==> src/rtl/ckd_pkg.sv <==
// Shared types and phase decode for the dual-speed clock divider.
// Assumes the logic runs at twice the base rate, so one divide-by-3 step
// is one reference cycle in fast mode.
package ckd_pkg;

    typedef enum logic {
        SPD_SLOW = 1'b0,
        SPD_FAST = 1'b1
    } speed_e;

    localparam int REF_PER_BASE = 2;   // reference cycles per base cycle
    localparam int PH_STEPS     = 6;   // divide-by-3 in half base cycles
    localparam int PC_STEPS     = 12;  // divide-by-6 in half base cycles
    localparam int PH_W         = $clog2(PH_STEPS);
    localparam int PC_W         = $clog2(PC_STEPS);

    // One-third duty clock: high on the first two steps.
    function automatic logic clk33_of(input logic [PH_W-1:0] ph);
        return ph < PH_W'(2);
    endfunction

    // Square clock: rises one step early, falls with the one-third clock.
    function automatic logic clk50_of(input logic [PH_W-1:0] ph);
        return (ph < PH_W'(2)) || (ph == PH_W'(PH_STEPS - 1));
    endfunction

    // Peripheral clock: falls with the one-third clock on a count of 2.
    function automatic logic pclk_of(input logic [PC_W-1:0] pc);
        return (pc < PC_W'(2)) || (pc >= PC_W'(8));
    endfunction

endpackage

==> src/rtl/ckd_speed_filter.sv <==
// Speed request synchroniser, asymmetric debounce and edge-aligned apply.
// Assumes slofst_i is asynchronous; the hold counts are in base cycles and
// are converted to reference cycles here. The recognised speed is applied
// only when pclk_edge_i reports a peripheral-clock transition.
module ckd_speed_filter
    import ckd_pkg::*;
#(
    parameter int SLOW_HOLD   = 195,
    parameter int FAST_HOLD   = 6,
    parameter int SYNC_STAGES = 2
) (
    input  logic   clk,
    input  logic   rst_n,
    input  logic   slofst_i,
    input  logic   pclk_edge_i,
    output speed_e act_o
);
    localparam int SLOW_CYC = SLOW_HOLD * REF_PER_BASE;
    localparam int FAST_CYC = FAST_HOLD * REF_PER_BASE;
    localparam int MAX_CYC  = (SLOW_CYC > FAST_CYC) ? SLOW_CYC : FAST_CYC;
    localparam int CW       = $clog2(MAX_CYC + 1);
    localparam logic [CW-1:0] SLOW_LIM = CW'(SLOW_CYC - 1);
    localparam logic [CW-1:0] FAST_LIM = CW'(FAST_CYC - 1);

    logic          sync_lvl;
    speed_e        rec_q;
    speed_e        act_q;
    logic [CW-1:0] run_q;
    logic [CW-1:0] limit;

    generate
        if (SYNC_STAGES > 1) begin : g_chain
            logic [SYNC_STAGES-1:0] sy_q;
            // Shift the raw request through the synchroniser chain.
            always_ff @(posedge clk) begin
                if (!rst_n) sy_q <= '1;
                else        sy_q <= {sy_q[SYNC_STAGES-2:0], slofst_i};
            end
            assign sync_lvl = sy_q[SYNC_STAGES-1];
        end else begin : g_single
            logic sy_q;
            // Single capture flop when one stage is configured.
            always_ff @(posedge clk) begin
                if (!rst_n) sy_q <= 1'b1;
                else        sy_q <= slofst_i;
            end
            assign sync_lvl = sy_q;
        end
    endgenerate

    // Leaving fast needs the long hold, leaving slow the short one.
    assign limit = (rec_q == SPD_FAST) ? SLOW_LIM : FAST_LIM;

    // Count consecutive disagreeing samples; recognise at the limit.
    always_ff @(posedge clk) begin
        if (!rst_n) begin
            rec_q <= SPD_FAST;
            run_q <= '0;
        end else if (speed_e'(sync_lvl) == rec_q) begin
            run_q <= '0;
        end else if (run_q == limit) begin
            rec_q <= speed_e'(sync_lvl);
            run_q <= '0;
        end else begin
            run_q <= run_q + 1'b1;
        end
    end

    // Apply the recognised speed only on a peripheral-clock transition.
    always_ff @(posedge clk) begin
        if (!rst_n)           act_q <= SPD_FAST;
        else if (pclk_edge_i) act_q <= rec_q;
    end

    assign act_o = act_q;

    a_r8_apply_on_pclk_edge: assert property (@(posedge clk) disable iff (!rst_n)
        (act_q != $past(act_q)) |-> $past(pclk_edge_i));

    a_r6_slow_after_full_hold: assert property (@(posedge clk) disable iff (!rst_n)
        ($past(rec_q) == SPD_FAST && rec_q == SPD_SLOW) |-> ($past(run_q) == SLOW_LIM));

    a_r7_fast_after_full_hold: assert property (@(posedge clk) disable iff (!rst_n)
        ($past(rec_q) == SPD_SLOW && rec_q == SPD_FAST) |-> ($past(run_q) == FAST_LIM));

endmodule

==> src/rtl/ckd_prescaler.sv <==
// Step generator for the divide-by-3 sequencer. Fast: a step every cycle.
// Slow: a step every PRE_DIV cycles. The count is held at zero while fast
// or aligned, so the first slow step comes a full PRE_DIV after the switch.
module ckd_prescaler
    import ckd_pkg::*;
#(
    parameter int PRE_DIV = 256
) (
    input  logic   clk,
    input  logic   rst_n,
    input  logic   clr_i,
    input  logic   run_i,
    input  speed_e speed_i,
    output logic   tick_o
);
    localparam int PW = (PRE_DIV > 1) ? $clog2(PRE_DIV) : 1;
    localparam logic [PW-1:0] LAST = PW'(PRE_DIV - 1);

    logic [PW-1:0] cnt_q;
    logic          wrap;

    assign wrap   = (cnt_q == LAST);
    assign tick_o = run_i && ((speed_i == SPD_FAST) || wrap);

    // Advance the slow-mode prescale count while running.
    always_ff @(posedge clk) begin
        if (!rst_n || clr_i || speed_i == SPD_FAST) cnt_q <= '0;
        else if (run_i)                              cnt_q <= wrap ? '0 : cnt_q + 1'b1;
    end

endmodule

==> src/rtl/ckd_phase_gen.sv <==
// Divide-by-3 sequencer producing the one-third and square clocks plus
// edge strobes. Assumes tick_i is the step enable; sync_i forces step 0,
// which decodes to both clocks high.
module ckd_phase_gen
    import ckd_pkg::*;
(
    input  logic clk,
    input  logic rst_n,
    input  logic sync_i,
    input  logic tick_i,
    output logic clk33_o,
    output logic clk50_o,
    output logic rise_o,
    output logic fall_o
);
    logic [PH_W-1:0] ph_q;
    logic [PH_W-1:0] ph_nxt;
    logic            c33_q, c50_q, rise_q, fall_q;
    logic            c33_nxt;

    // Next step: cleared by alignment, advanced by the step enable.
    always_comb begin
        if (sync_i)      ph_nxt = '0;
        else if (tick_i) ph_nxt = (ph_q == PH_W'(PH_STEPS - 1)) ? '0 : ph_q + 1'b1;
        else             ph_nxt = ph_q;
        c33_nxt = clk33_of(ph_nxt);
    end

    // Register the step, both decoded clocks and the edge strobes.
    always_ff @(posedge clk) begin
        if (!rst_n) begin
            ph_q   <= '0;
            c33_q  <= 1'b1;
            c50_q  <= 1'b1;
            rise_q <= 1'b0;
            fall_q <= 1'b0;
        end else begin
            ph_q   <= ph_nxt;
            c33_q  <= c33_nxt;
            c50_q  <= clk50_of(ph_nxt);
            rise_q <= c33_nxt && !c33_q;
            fall_q <= !c33_nxt && c33_q;
        end
    end

    assign clk33_o = c33_q;
    assign clk50_o = c50_q;
    assign rise_o  = rise_q;
    assign fall_o  = fall_q;

    a_r3_shared_fall: assert property (@(posedge clk) disable iff (!rst_n)
        $fell(c33_q) |-> $fell(c50_q));

    a_r3_square_falls_with_clk: assert property (@(posedge clk) disable iff (!rst_n)
        $fell(c50_q) |-> $fell(c33_q));

    a_r11_rise_marks_edge: assert property (@(posedge clk) disable iff (!rst_n)
        rise_q |-> (c33_q && !$past(c33_q)));

    a_r11_fall_marks_edge: assert property (@(posedge clk) disable iff (!rst_n)
        fall_q |-> (!c33_q && $past(c33_q)));

endmodule

==> src/rtl/ckd_pclk_gen.sv <==
// Peripheral clock divider at one sixth of the base rate, independent of
// speed. Reports in edge_o whether its output toggles at the coming edge,
// which is when a speed change may be applied.
module ckd_pclk_gen
    import ckd_pkg::*;
(
    input  logic clk,
    input  logic rst_n,
    input  logic sync_i,
    input  logic run_i,
    output logic pclk_o,
    output logic edge_o
);
    logic [PC_W-1:0] pc_q;
    logic [PC_W-1:0] pc_nxt;
    logic            pclk_q;
    logic            pclk_nxt;

    // Next count: cleared by alignment, held by freeze.
    always_comb begin
        if (sync_i)     pc_nxt = '0;
        else if (run_i) pc_nxt = (pc_q == PC_W'(PC_STEPS - 1)) ? '0 : pc_q + 1'b1;
        else            pc_nxt = pc_q;
        pclk_nxt = pclk_of(pc_nxt);
    end

    assign edge_o = (pclk_nxt != pclk_q);

    // Register the count and the decoded peripheral clock.
    always_ff @(posedge clk) begin
        if (!rst_n) begin
            pc_q   <= '0;
            pclk_q <= 1'b1;
        end else begin
            pc_q   <= pc_nxt;
            pclk_q <= pclk_nxt;
        end
    end

    assign pclk_o = pclk_q;

    a_r10_pclk_holds: assert property (@(posedge clk) disable iff (!rst_n)
        (!sync_i && !run_i) |=> $stable(pclk_q));

endmodule

==> src/rtl/ckd_clkgen.sv <==
// Top of the dual-speed clock divider. Combines the speed filter, prescaler,
// divide-by-3 sequencer and peripheral divider. Assumes clk_ref runs at
// twice the base rate; alignment overrides freeze, and reset overrides both.
module ckd_clkgen
    import ckd_pkg::*;
#(
    parameter int PRE_DIV     = 256,
    parameter int SLOW_HOLD   = 195,
    parameter int FAST_HOLD   = 6,
    parameter int SYNC_STAGES = 2
) (
    input  logic clk_ref,
    input  logic rst_n,
    input  logic slofst_i,
    input  logic csync_i,
    input  logic freeze_i,
    output logic clk_o,
    output logic clk50_o,
    output logic pclk_o,
    output logic clk_rise_o,
    output logic clk_fall_o
);
    speed_e speed;
    logic   run;
    logic   tick;
    logic   pclk_edge;

    assign run = !csync_i && !freeze_i;

    ckd_speed_filter #(
        .SLOW_HOLD  (SLOW_HOLD),
        .FAST_HOLD  (FAST_HOLD),
        .SYNC_STAGES(SYNC_STAGES)
    ) u_filter (
        .clk        (clk_ref),
        .rst_n      (rst_n),
        .slofst_i   (slofst_i),
        .pclk_edge_i(pclk_edge),
        .act_o      (speed)
    );

    ckd_prescaler #(
        .PRE_DIV(PRE_DIV)
    ) u_pre (
        .clk    (clk_ref),
        .rst_n  (rst_n),
        .clr_i  (csync_i),
        .run_i  (run),
        .speed_i(speed),
        .tick_o (tick)
    );

    ckd_phase_gen u_phase (
        .clk    (clk_ref),
        .rst_n  (rst_n),
        .sync_i (csync_i),
        .tick_i (tick),
        .clk33_o(clk_o),
        .clk50_o(clk50_o),
        .rise_o (clk_rise_o),
        .fall_o (clk_fall_o)
    );

    ckd_pclk_gen u_pclk (
        .clk   (clk_ref),
        .rst_n (rst_n),
        .sync_i(csync_i),
        .run_i (!freeze_i),
        .pclk_o(pclk_o),
        .edge_o(pclk_edge)
    );

    a_r9_align_forces_high: assert property (@(posedge clk_ref) disable iff (!rst_n)
        csync_i |=> (clk_o && clk50_o && pclk_o));

    a_r10_freeze_holds: assert property (@(posedge clk_ref) disable iff (!rst_n)
        (freeze_i && !csync_i) |=> ($stable(clk_o) && $stable(clk50_o) && $stable(pclk_o)));

    a_r11_strobes_exclusive: assert property (@(posedge clk_ref) disable iff (!rst_n)
        $onehot0({clk_rise_o, clk_fall_o}));

    a_r2_clk_within_square: assert property (@(posedge clk_ref) disable iff (!rst_n)
        clk_o |-> clk50_o);

endmodule

==> config.mk <==
export PLATFORM = sky130hd
export DESIGN_NAME = ckd_clkgen
export DESIGN_NICKNAME = d
export VERILOG_FILES = /design/src/rtl/ckd_pkg.sv /design/src/rtl/ckd_speed_filter.sv /design/src/rtl/ckd_prescaler.sv /design/src/rtl/ckd_phase_gen.sv /design/src/rtl/ckd_pclk_gen.sv /design/src/rtl/ckd_clkgen.sv
export SDC_FILE = /design/constraint.sdc
export NUM_CORES = 1
export LEC_CHECK = 0
export ABC_AREA = 1
export CAP_MARGIN = 20
export CORE_UTILIZATION = 60
export CTS_BUF_LIST = sky130_fd_sc_hd__clkbuf_4
export CTS_CLUSTER_DIAMETER = 80
export DETAILED_ROUTE_END_ITERATION = 12
export PLACE_DENSITY = 0.79
export SLEW_MARGIN = 20
export SYNTH_ARGS = -nofsm -noshare
export SYNTH_HDL_FRONTEND = slang
export SYNTH_SLANG_ARGS = --single-unit
==> constraint.sdc <==
create_clock -name clk_ref -period 3.5 [get_ports clk_ref]
set_clock_uncertainty 0.05 [all_clocks]
set_input_delay 0.7 -clock clk_ref [delete_from_list [all_inputs] [get_ports clk_ref]]
set_output_delay 0.7 -clock clk_ref [all_outputs]
set_load 0.01 [all_outputs]
==> results of run 1 <==
through the flow:
step / total power, W / std cells / util [%] / instance area, um^2
after floorplan: 0.000429 / 205 / - / 1560
after global placement: 0.000446 / 243 / 68.2 / 1680
after detailed placement: 0.000448 / 243 / 68.2 / 1680
after CTS: 0.000632 / 249 / 70.0 / 1720
after global routing: 0.000658 / 249 / 70.0 / 1720
final: 0.000630 / 249 / 70.0 / 1720
per-layer routing:
layer | vias up | global-route usage, %
met3 | 6 | 8.62
met2 | 13 | 39.2
li1 | 688 | -
met5 | - | 0
met1 | 600 | 29.7
met4 | 0 | 7.89
final cells by class:
type / instances / area share (%)
Clock buffer: 5 / 2.18
Clock inverter: 1 / 0.291
Inverter: 27 / 5.90
Multi-Input combinational cell: 144 / 45.7
Sequential cell: 33 / 38.5
Tap cell: 30 / 2.18
Timing Repair Buffer: 9 / 5.24
cells in the final DEF, fill, tap and decap left out, drive strengths merged, types with 2 or more instances in the layout:
cell and n:
ha 3, o21ai 3, clkdlybuf4s50 9, a21oi 4, nor3b 2, nand2 43, or2 2, inv 27
nor3 7, nand4 5, dfxtp 33, xor2 6, clkbuf 5, nor2 37, nand3 29
flip-flops by register name (all words and copies together) (netlist names):
register,cells
u_filter.act_o,1
u_filter.g_chain.sy_q,2
u_filter.rec_q,1
u_filter.run_q,9
u_pclk.pc_q,4
u_pclk.pclk_o,1
u_phase.clk33_o,1
u_phase.clk50_o,1
u_phase.fall_o,1
u_phase.ph_q,3
u_phase.rise_o,1
u_pre.cnt_q,8
power by group:
| part | internal (W) | leakage [nW] | total [W] | switching [W] |
|---|---|---|---|---|
| clock network | 0.0000695 | 0.0269 | 0.000190 | 0.000121 |
| logic | 0.0000212 | 0.408 | 0.0000514 | 0.0000302 |
| registers | 0.000383 | 0.268 | 0.000389 | 0.00000585 |
how the worst min path moves through the flow:
stage	startpoint	endpoint	slack (ps)	depth (start not counted)
2_1_floorplan	u_filter.g_chain.sy_q[0]	u_filter.g_chain.sy_q[1]	340	1
6_report	u_filter.g_chain.sy_q[0]	u_filter.g_chain.sy_q[1]	390	1
4_1_cts	u_filter.g_chain.sy_q[0]	u_filter.g_chain.sy_q[1]	390	1
3_3_place_gp	u_filter.g_chain.sy_q[0]	u_filter.g_chain.sy_q[1]	360	1
5_1_grt	u_filter.g_chain.sy_q[0]	u_filter.g_chain.sy_q[1]	410	1
3_5_place_dp	u_filter.g_chain.sy_q[0]	u_filter.g_chain.sy_q[1]	360	1
kinds of logic after synthesis:
family                   Yosys count
XOR/XNOR                           7
AO/OA/AOI/OAI                      9
flip-flops                        33
buffers and inverters             28
AND/OR/NAND/NOR                  125
adder cells (fa/ha/maj)            3
==> flow_summary.yaml, run 1 <==
status:
  run_status: "finished clean"
clocking:
  clock_tree.root_cell: "sky130_fd_sc_hd__clkbuf_4"
  htreeDepth: 2
  worst_setup_hold_path_clk_slew_ps: 100
  cts_buffer_count: 5
  tritoncts: "done"
  cts.repair.resized: 0
  post-cts-setup-buffers: 0
  clkLatencyLatePin_ps: 340
  clock_tree.buffer_depth: 2
  hold_buffers: 0
  cts_num_sinks: 33
global_routing:
  grt_antenna_before_repair: 0
  globalRoute.totalOverflow: 0
  grt_pass1_vias: 1163
  grt_max_degree: 10
  grt_pass1_wl_mm: 4.84
  globalRouteTotalUtil_pct: 24.2
setup_path:
  timing.critical_path.buf_inv: 1
  reg2reg_setup_slack_ps: 1880
  worst-endpoint-required_ps: 2750
  worst_setup_path_endpoint: "clk_o"
  number_of_cells_on_the_worst_reg_to_reg_path: 10
  r2r_end: "u_phase.clk50_o"
  worst_setup_path_startpoint: "u_phase.clk33_o"
  r2r_start: "u_pre.cnt_q[1]"
  crit_path_top_delay_cell: "sky130_fd_sc_hd__clkdlybuf4s50_1"
  crit_path_cell_trace: "clkdlybuf4s50_1"
  critical_path.max_stage_delay_ps: 570
  critical_path_cell_count: 1
  path_delay_family: "buffers and inverters"
  cp_data_arrival_time_ps: 1310
  cp-start-kind: "flop"
  critical_path.endpoint_type: "output pin"
  setup_cp_type: "flop to output pin"
  critical_path.max_fanout: 3
timing:
  timing.slew.headroom_pct: 76.1
  tightestPinTransition_ps: 358
  final_critical_path_setup_slack_ps: 1440
  totalNegativeSetupSlack_ps: 0
  max_clock_freq_mhz: 486
  report.final.hold_viol_count: 0
  fin_crit_sh_pct: 58.7
  finalSetupViolations: 0
  min_cycle_time_layout_ps: 2060
  worst_hold_slack_ps: 387
  unrepaired_setup_endpoints_after_global_routing: "no"
  maxSlewViolCount: 0
yosys:
  synth-edff-count: 0
  synthesis.area_um2: 1560
  ys_ff_latch: 33
  yosys.cell_count.top_type: "sky130_fd_sc_hd__nand2_1"
  dominantRegCellSynth: "sky130_fd_sc_hd__dfxtp_1"
  distinct_cell_type_count_of_the_synthesized_netlist: 26
  synthAdderAreaFrac_pct: 2.41
  synth_top_family_by_area: "simple AND/OR/NAND/NOR gates"
  post_syn_instances: 205
  synth_area_leaders: "sky130_fd_sc_hd__dfxtp_1, sky130_fd_sc_hd__nand2_1, sky130_fd_sc_hd__nor2_1"
  synth.avg_cell_area_um2: 7.59
  synth_compound_area_share_pct: 3.22
  synth_commonest_cells: "sky130_fd_sc_hd__nand2_1, sky130_fd_sc_hd__dfxtp_1, sky130_fd_sc_hd__nor2_1"
  synthArstFlopShare_pct: 0
  synth_mux_area_share_pct: 0
  synth.top_cell.area_share_pct: 42.5
  ys_warn_count: 0
  mappedNetlistNets: 213
  basic_gate_share_of_the_synthesized_area_counting_and_or_nand_and_nor_cells_pct: 40.9
  yosysSeqAreaShare_pct: 42.5
  netlist.top_cell.by_area: "sky130_fd_sc_hd__dfxtp_1"
  synth-xor-area-share_pct: 3.94
pwr:
  peakVddDrop_mv: 0.321
  p_per_area_nw_per_um2: 367
  power.leakage_nw: 0.702
routing:
  routed-via-count: 1307
  initialDrtViolationCount: 22
  avgRoutedWirePerCell_um: 11.5
  drt-total-wl_mm: 2.87
  met3WireLength_um: 101
  detail_route.first_pass.iterations: 4
  met1_length_mm: 1.41
  detail_route.vias_per_cell: 5.25
  topRoutingLayerUsed: "met4"
  post-route-drc-count: 0
  met2WireLength_mm: 1.31
  antenna_violating_nets_post_route: 0
placed_design:
  detailed_place_hpwl_mm: 2.20
  gp_congestion: 0.819
  io_buffers: 9
  place_ws_ps: 1220
floorplanning:
  initial_utilization_pct: 63.4
  coreArea_um2: 2450
  die-height_um: 52.9
  num_rows: 18
  die_area_um2: 2800
  pin_count: 10
  chipWidth_um: 52.9
final_layout:
  multi_input_comb_area_um2: 786
  drive_gt1_share_pct: 14.2
  regArea_um2: 661
  antenna_cells_inserted: 0
  fillers: 217
  num-nets-final: 228
  syn_to_final_growth_pct: 10.5
hold_path:
  hold_path.class: "flop to flop"
job:
  maxCapViolations: 0
(Power assumes the default switching activity.)
==> inputs of run 2 (changes only) <==
==> constraint.sdc (replaced) <==
create_clock -name clk_ref -period 2.05 [get_ports clk_ref]
set_clock_uncertainty 0.05 [all_clocks]
set_input_delay 0.41 -clock clk_ref [delete_from_list [all_inputs] [get_ports clk_ref]]
set_output_delay 0.41 -clock clk_ref [all_outputs]
set_load 0.01 [all_outputs]
==> flow_summary.yaml, run 2 (synthesis results as in run 1) <==
final_layout:
  largest-register: "u_filter.run_q"
  fillers: 206
  regArea_um2: 661
  post-route-cell-area_um2: 1770
  num-nets-final: 230
  multi_input_comb_area_um2: 786
  antenna_cells_inserted: 0
  post-route-util_pct: 72.1
  syn_to_final_growth_pct: 13.8
  layout.cells.most_common_list: "sky130_fd_sc_hd__nand2_1, sky130_fd_sc_hd__dfxtp_1, sky130_fd_sc_hd__nor2_1"
  final_common_cell: "sky130_fd_sc_hd__nand2_1"
  layout_top_registers: "u_filter.run_q: 9 flops, u_pre.cnt_q: 8 flops, u_pclk.pc_q: 4 flops"
  largest_register_ffs: 9
  drive_gt1_share_pct: 15.2
clocking:
  htreeDepth: 2
  cts.repair.resized: 0
  clock_tree.buffer_depth: 2
  cts_buffer_count: 5
  hold_buffers: 0
  post-cts-setup-buffers: 0
  cts_num_sinks: 33
  clkLatencyLatePin_ps: 330
  tritoncts: "done"
  clock_tree.root_cell: "sky130_fd_sc_hd__clkbuf_4"
  worst_setup_hold_path_clk_slew_ps: 110
setup_path:
  setup_cp_type: "flop to output pin"
  worst-endpoint-required_ps: 1590
  cp-start-kind: "flop"
  timing.critical_path.buf_inv: 1
  crit_path_cell_trace: "clkdlybuf4s50_1"
  cp_data_arrival_time_ps: 1270
  critical_path.max_stage_delay_ps: 560
  path_delay_family: "buffers and inverters"
  critical_path.endpoint_type: "output pin"
  critical_path.max_fanout: 3
  crit_path_top_delay_cell: "sky130_fd_sc_hd__clkdlybuf4s50_1"
floorplanning:
  num_rows: 18
  coreArea_um2: 2450
  initial_utilization_pct: 63.4
  die_area_um2: 2800
  chipWidth_um: 52.9
  die-height_um: 52.9
  pin_count: 10
pwr:
  power.leakage_nw: 0.728
  power_switching_share_pct: 22.3
  internal_power_w: 0.000960
  power.share.combinational_pct: 7.4
  p_per_area_nw_per_um2: 698
  peakVddDrop_mv: 0.857
  power.sequential.fraction_pct: 53.8
  power_frac_clock_pct: 38.9
  switchingPower_w: 0.000275
routing:
  antenna_violating_nets_post_route: 0
  post-route-drc-count: 0
  detail_route.vias_per_cell: 5.39
  routed-via-count: 1363
  met3WireLength_um: 121
  drt-total-wl_mm: 2.87
  detail_route.first_pass.iterations: 6
  topRoutingLayerUsed: "met4"
  met1_length_mm: 1.30
  met2WireLength_mm: 1.39
  initialDrtViolationCount: 36
  avgRoutedWirePerCell_um: 11.3
global_routing:
  grt_pass1_wl_mm: 4.68
  grt_max_degree: 11
  globalRouteTotalUtil_pct: 23.4
  grt_antenna_before_repair: 0
  globalRoute.totalOverflow: 0
  grt_pass1_vias: 1180
timing:
  report.final.hold_viol_count: 0
  unrepaired_setup_endpoints_after_global_routing: "no"
  final_critical_path_setup_slack_ps: 319
  totalNegativeSetupSlack_ps: 0
  worst_hold_slack_ps: 380
  timing.slew.headroom_pct: 81.8
  finalSetupViolations: 0
  min_cycle_time_layout_ps: 1730
  max_clock_freq_mhz: 578
  fin_crit_sh_pct: 84.5
  maxSlewViolCount: 0
  tightestPinTransition_ps: 272
job:
  maxCapViolations: 0
placed_design:
  detailed_place_hpwl_mm: 2.19
  place_ws_ps: 99.6
  gp_congestion: 0.855
  detailed_place.area_um2: 1690
  io_buffers: 9
hold_path:
  hold_path.class: "flop to flop"
status:
  run_status: "finished clean"
run 2: through the flow:
stage | power (W) | std cells
finish | 0.00123 | 253
global route | 0.00127 | 253
CTS | 0.00124 | 253
detailed placement | 0.000768 | 245
global placement | 0.000763 | 245
floorplan | 0.000733 | 205
run 2: power groups by stage:
stage / Clock [W] / Combinational, W / Sequential [W]
after global routing: 0.000508 / 0.000101 / 0.000666
after floorplan: 0 / 0.0000542 / 0.000679
after CTS: 0.000488 / 0.0000905 / 0.000664
after detailed placement: 0 / 0.0000897 / 0.000678
after global placement: 0 / 0.0000860 / 0.000677
final: 0.000480 / 0.0000909 / 0.000664
run 2: area by class of cell:
| class | count | area share [%] |
|---|---|---|
| multi-input cells | 144 | 44.4 |
| flip-flops and latches | 33 | 37.3 |
| repair buffers | 11 | 5.94 |
| inverters | 27 | 5.73 |
| clock buffers | 6 | 2.55 |
| well taps | 30 | 2.12 |
| clock inverters | 2 | 1.91 |
run 2: layer usage:
layer	global-route usage (%)	vias up
li1	-	692
met1	26.7	619
met2	40.5	40
met3	6.90	12
met4	9.65	0
met5	0	-
run 2: path summary, 6_finish.rpt:
kind         slack (ps)                      from                       end  cells after the start
max                 320           u_phase.clk33_o                     clk_o                      1
min                 380  u_filter.g_chain.sy_q[0]  u_filter.g_chain.sy_q[1]                      1
max reg2reg         510            u_pre.cnt_q[1]            u_phase.fall_o                     10
min reg2reg         380  u_filter.g_chain.sy_q[0]  u_filter.g_chain.sy_q[1]                      1
==> inputs of run 3 (changes only) <==
==> constraint.sdc (replaced) <==
create_clock -name clk_ref -period 1.75 [get_ports clk_ref]
set_clock_uncertainty 0.05 [all_clocks]
set_input_delay 0.35 -clock clk_ref [delete_from_list [all_inputs] [get_ports clk_ref]]
set_output_delay 0.35 -clock clk_ref [all_outputs]
set_load 0.01 [all_outputs]
==> flow_summary.yaml, run 3 (synthesis results as in run 1) <==
hold_path:
  holdPathEnd: "u_filter.g_chain.sy_q[1]"
  number_of_cells_on_the_worst_hold_path: 1
  hold_path.class: "flop to flop"
  min-delay-start: "u_filter.g_chain.sy_q[0]"
global_routing:
  globalRoute.totalOverflow: 0
  grt_pass1_vias: 1220
  grt_max_degree: 11
  grt_pass1_wl_mm: 4.96
  grt_antenna_before_repair: 0
  globalRouteTotalUtil_pct: 24.5
pwr:
  power_switching_share_pct: 22.1
  power.share.combinational_pct: 8.1
  peakVddDrop_mv: 0.867
  power.sequential.fraction_pct: 53.4
  power.leakage_nw: 0.776
  total_power_w: 0.00145
  p_per_area_nw_per_um2: 789
  power_frac_clock_pct: 38.5
  switchingPower_w: 0.000322
  internal_power_w: 0.00113
timing:
  finalSetupViolations: 0
  maxSlewViolCount: 0
  fin_crit_sh_pct: 95.3
  timing.slew.headroom_pct: 84.4
  tightestPinTransition_ps: 233
  min_cycle_time_layout_ps: 1670
  unrepaired_setup_endpoints_after_global_routing: "no"
  max_clock_freq_mhz: 600
  final_critical_path_setup_slack_ps: 83.0
  report.final.hold_viol_count: 0
  totalNegativeSetupSlack_ps: 0
  worst_hold_slack_ps: 392
routing:
  drt-total-wl_mm: 3.01
  avgRoutedWirePerCell_um: 11.4
  detail_route.vias_per_cell: 5.18
  antenna_violating_nets_post_route: 0
  routed-via-count: 1363
  detail_route.first_pass.iterations: 4
  initialDrtViolationCount: 62
  post-route-drc-count: 0
setup_path:
  setup_cp_type: "flop to output pin"
  crit_path_cell_trace: "clkdlybuf4s50_1"
  worst-endpoint-required_ps: 1350
  number_of_cells_on_the_worst_reg_to_reg_path: 10
  r2r_start: "u_pre.cnt_q[1]"
  path_delay_family: "buffers and inverters"
  reg2reg_setup_slack_ps: 190
  critical_path.max_stage_delay_ps: 560
  critical_path.endpoint_type: "output pin"
  critical_path.max_fanout: 3
  crit_path_top_delay_cell: "sky130_fd_sc_hd__clkdlybuf4s50_1"
  cp-start-kind: "flop"
  cp_data_arrival_time_ps: 1270
  r2r_end: "u_phase.fall_o"
  timing.critical_path.buf_inv: 1
final_layout:
  post-route-cell-area_um2: 1840
  layout_top_registers: "u_filter.run_q: 9 flops, u_pre.cnt_q: 8 flops, u_pclk.pc_q: 4 flops"
  drive_gt1_share_pct: 18.9
  largest_register_ffs: 9
  layout.cells.most_common_list: "sky130_fd_sc_hd__nand2_1, sky130_fd_sc_hd__dfxtp_1, sky130_fd_sc_hd__nor2_1"
  num-nets-final: 240
  final_common_cell: "sky130_fd_sc_hd__nand2_1"
  syn_to_final_growth_pct: 18.6
  largest-register: "u_filter.run_q"
  antenna_cells_inserted: 0
placed_design:
  detailed_place_hpwl_mm: 2.23
  io_buffers: 9
  detailed_place.area_um2: 1770
  gp_congestion: 0.860
  place_ws_ps: -126
clocking:
  cts_buffer_count: 5
  clock_tree.root_cell: "sky130_fd_sc_hd__clkbuf_4"
  clkLatencyLatePin_ps: 330
  tritoncts: "done"
  worst_setup_hold_path_clk_slew_ps: 100
  htreeDepth: 2
  post-cts-setup-buffers: 0
  hold_buffers: 0
  cts.repair.resized: 0
  cts_num_sinks: 33
  clock_tree.buffer_depth: 2
floorplanning:
  die_area_um2: 2800
  num_rows: 18
  pin_count: 10
  die-height_um: 52.9
  chipWidth_um: 52.9
  initial_utilization_pct: 63.4
  coreArea_um2: 2450
status:
  run_status: "finished clean"
job:
  maxCapViolations: 0
run 3: worst register-to-register path: cells and delay by family, from the launching register on:
family,cells,cell delay (ps)
flip-flops,1,410
AND/OR/NAND/NOR,9,800
adder cells (fa/ha/maj),1,210
run 3: layout make-up:
class,count,area [um^2]
timing repair buffer,21,180
multi-input combinational,144,786
sequential,33,661
fill,198,611
tap,30,37.5
clock inverter,2,33.8
clock buffer,6,45.0
inverter,27,101
run 3: through the flow:
step	util [%]	instances
detailed placement	71.9	255
floorplan	-	205
global placement	71.9	255
CTS	75.1	263
global route	75.1	263
finish	75.1	263
run 3: worst max-delay path by stage:
stage | endpoint | start | depth (start not counted) | slack (ps)
floorplan | u_phase.fall_o | u_pre.cnt_q[1] | 10 | 370
global placement | u_filter.act_o | freeze_i | 10 | -60
detailed placement | u_filter.act_o | freeze_i | 10 | -130
CTS | clk_o | u_phase.clk33_o | 1 | 60
global route | clk_o | u_phase.clk33_o | 1 | 40
finish | clk_o | u_phase.clk33_o | 1 | 80
run 3: per-layer routing:
layer | wire, um | share of wire, % | GRT usage, %
met4 | 45 | 1.5 | 9.65
met5 | 0 | 0 | 0
met1 | 1380 | 46 | 28.9
met2 | 1440 | 48 | 42.2
met3 | 147 | 4.9 | 6.03
run 3: power by group through the flow:
stage                     registers (W)  logic (W)  clock network, W
final                          0.000777   0.000118          0.000560
after global routing           0.000780   0.000130          0.000601
after CTS                      0.000777   0.000118          0.000572
after detailed placement       0.000794   0.000116                 0
after global placement         0.000793   0.000112                 0
after floorplan                0.000795  0.0000635                 0
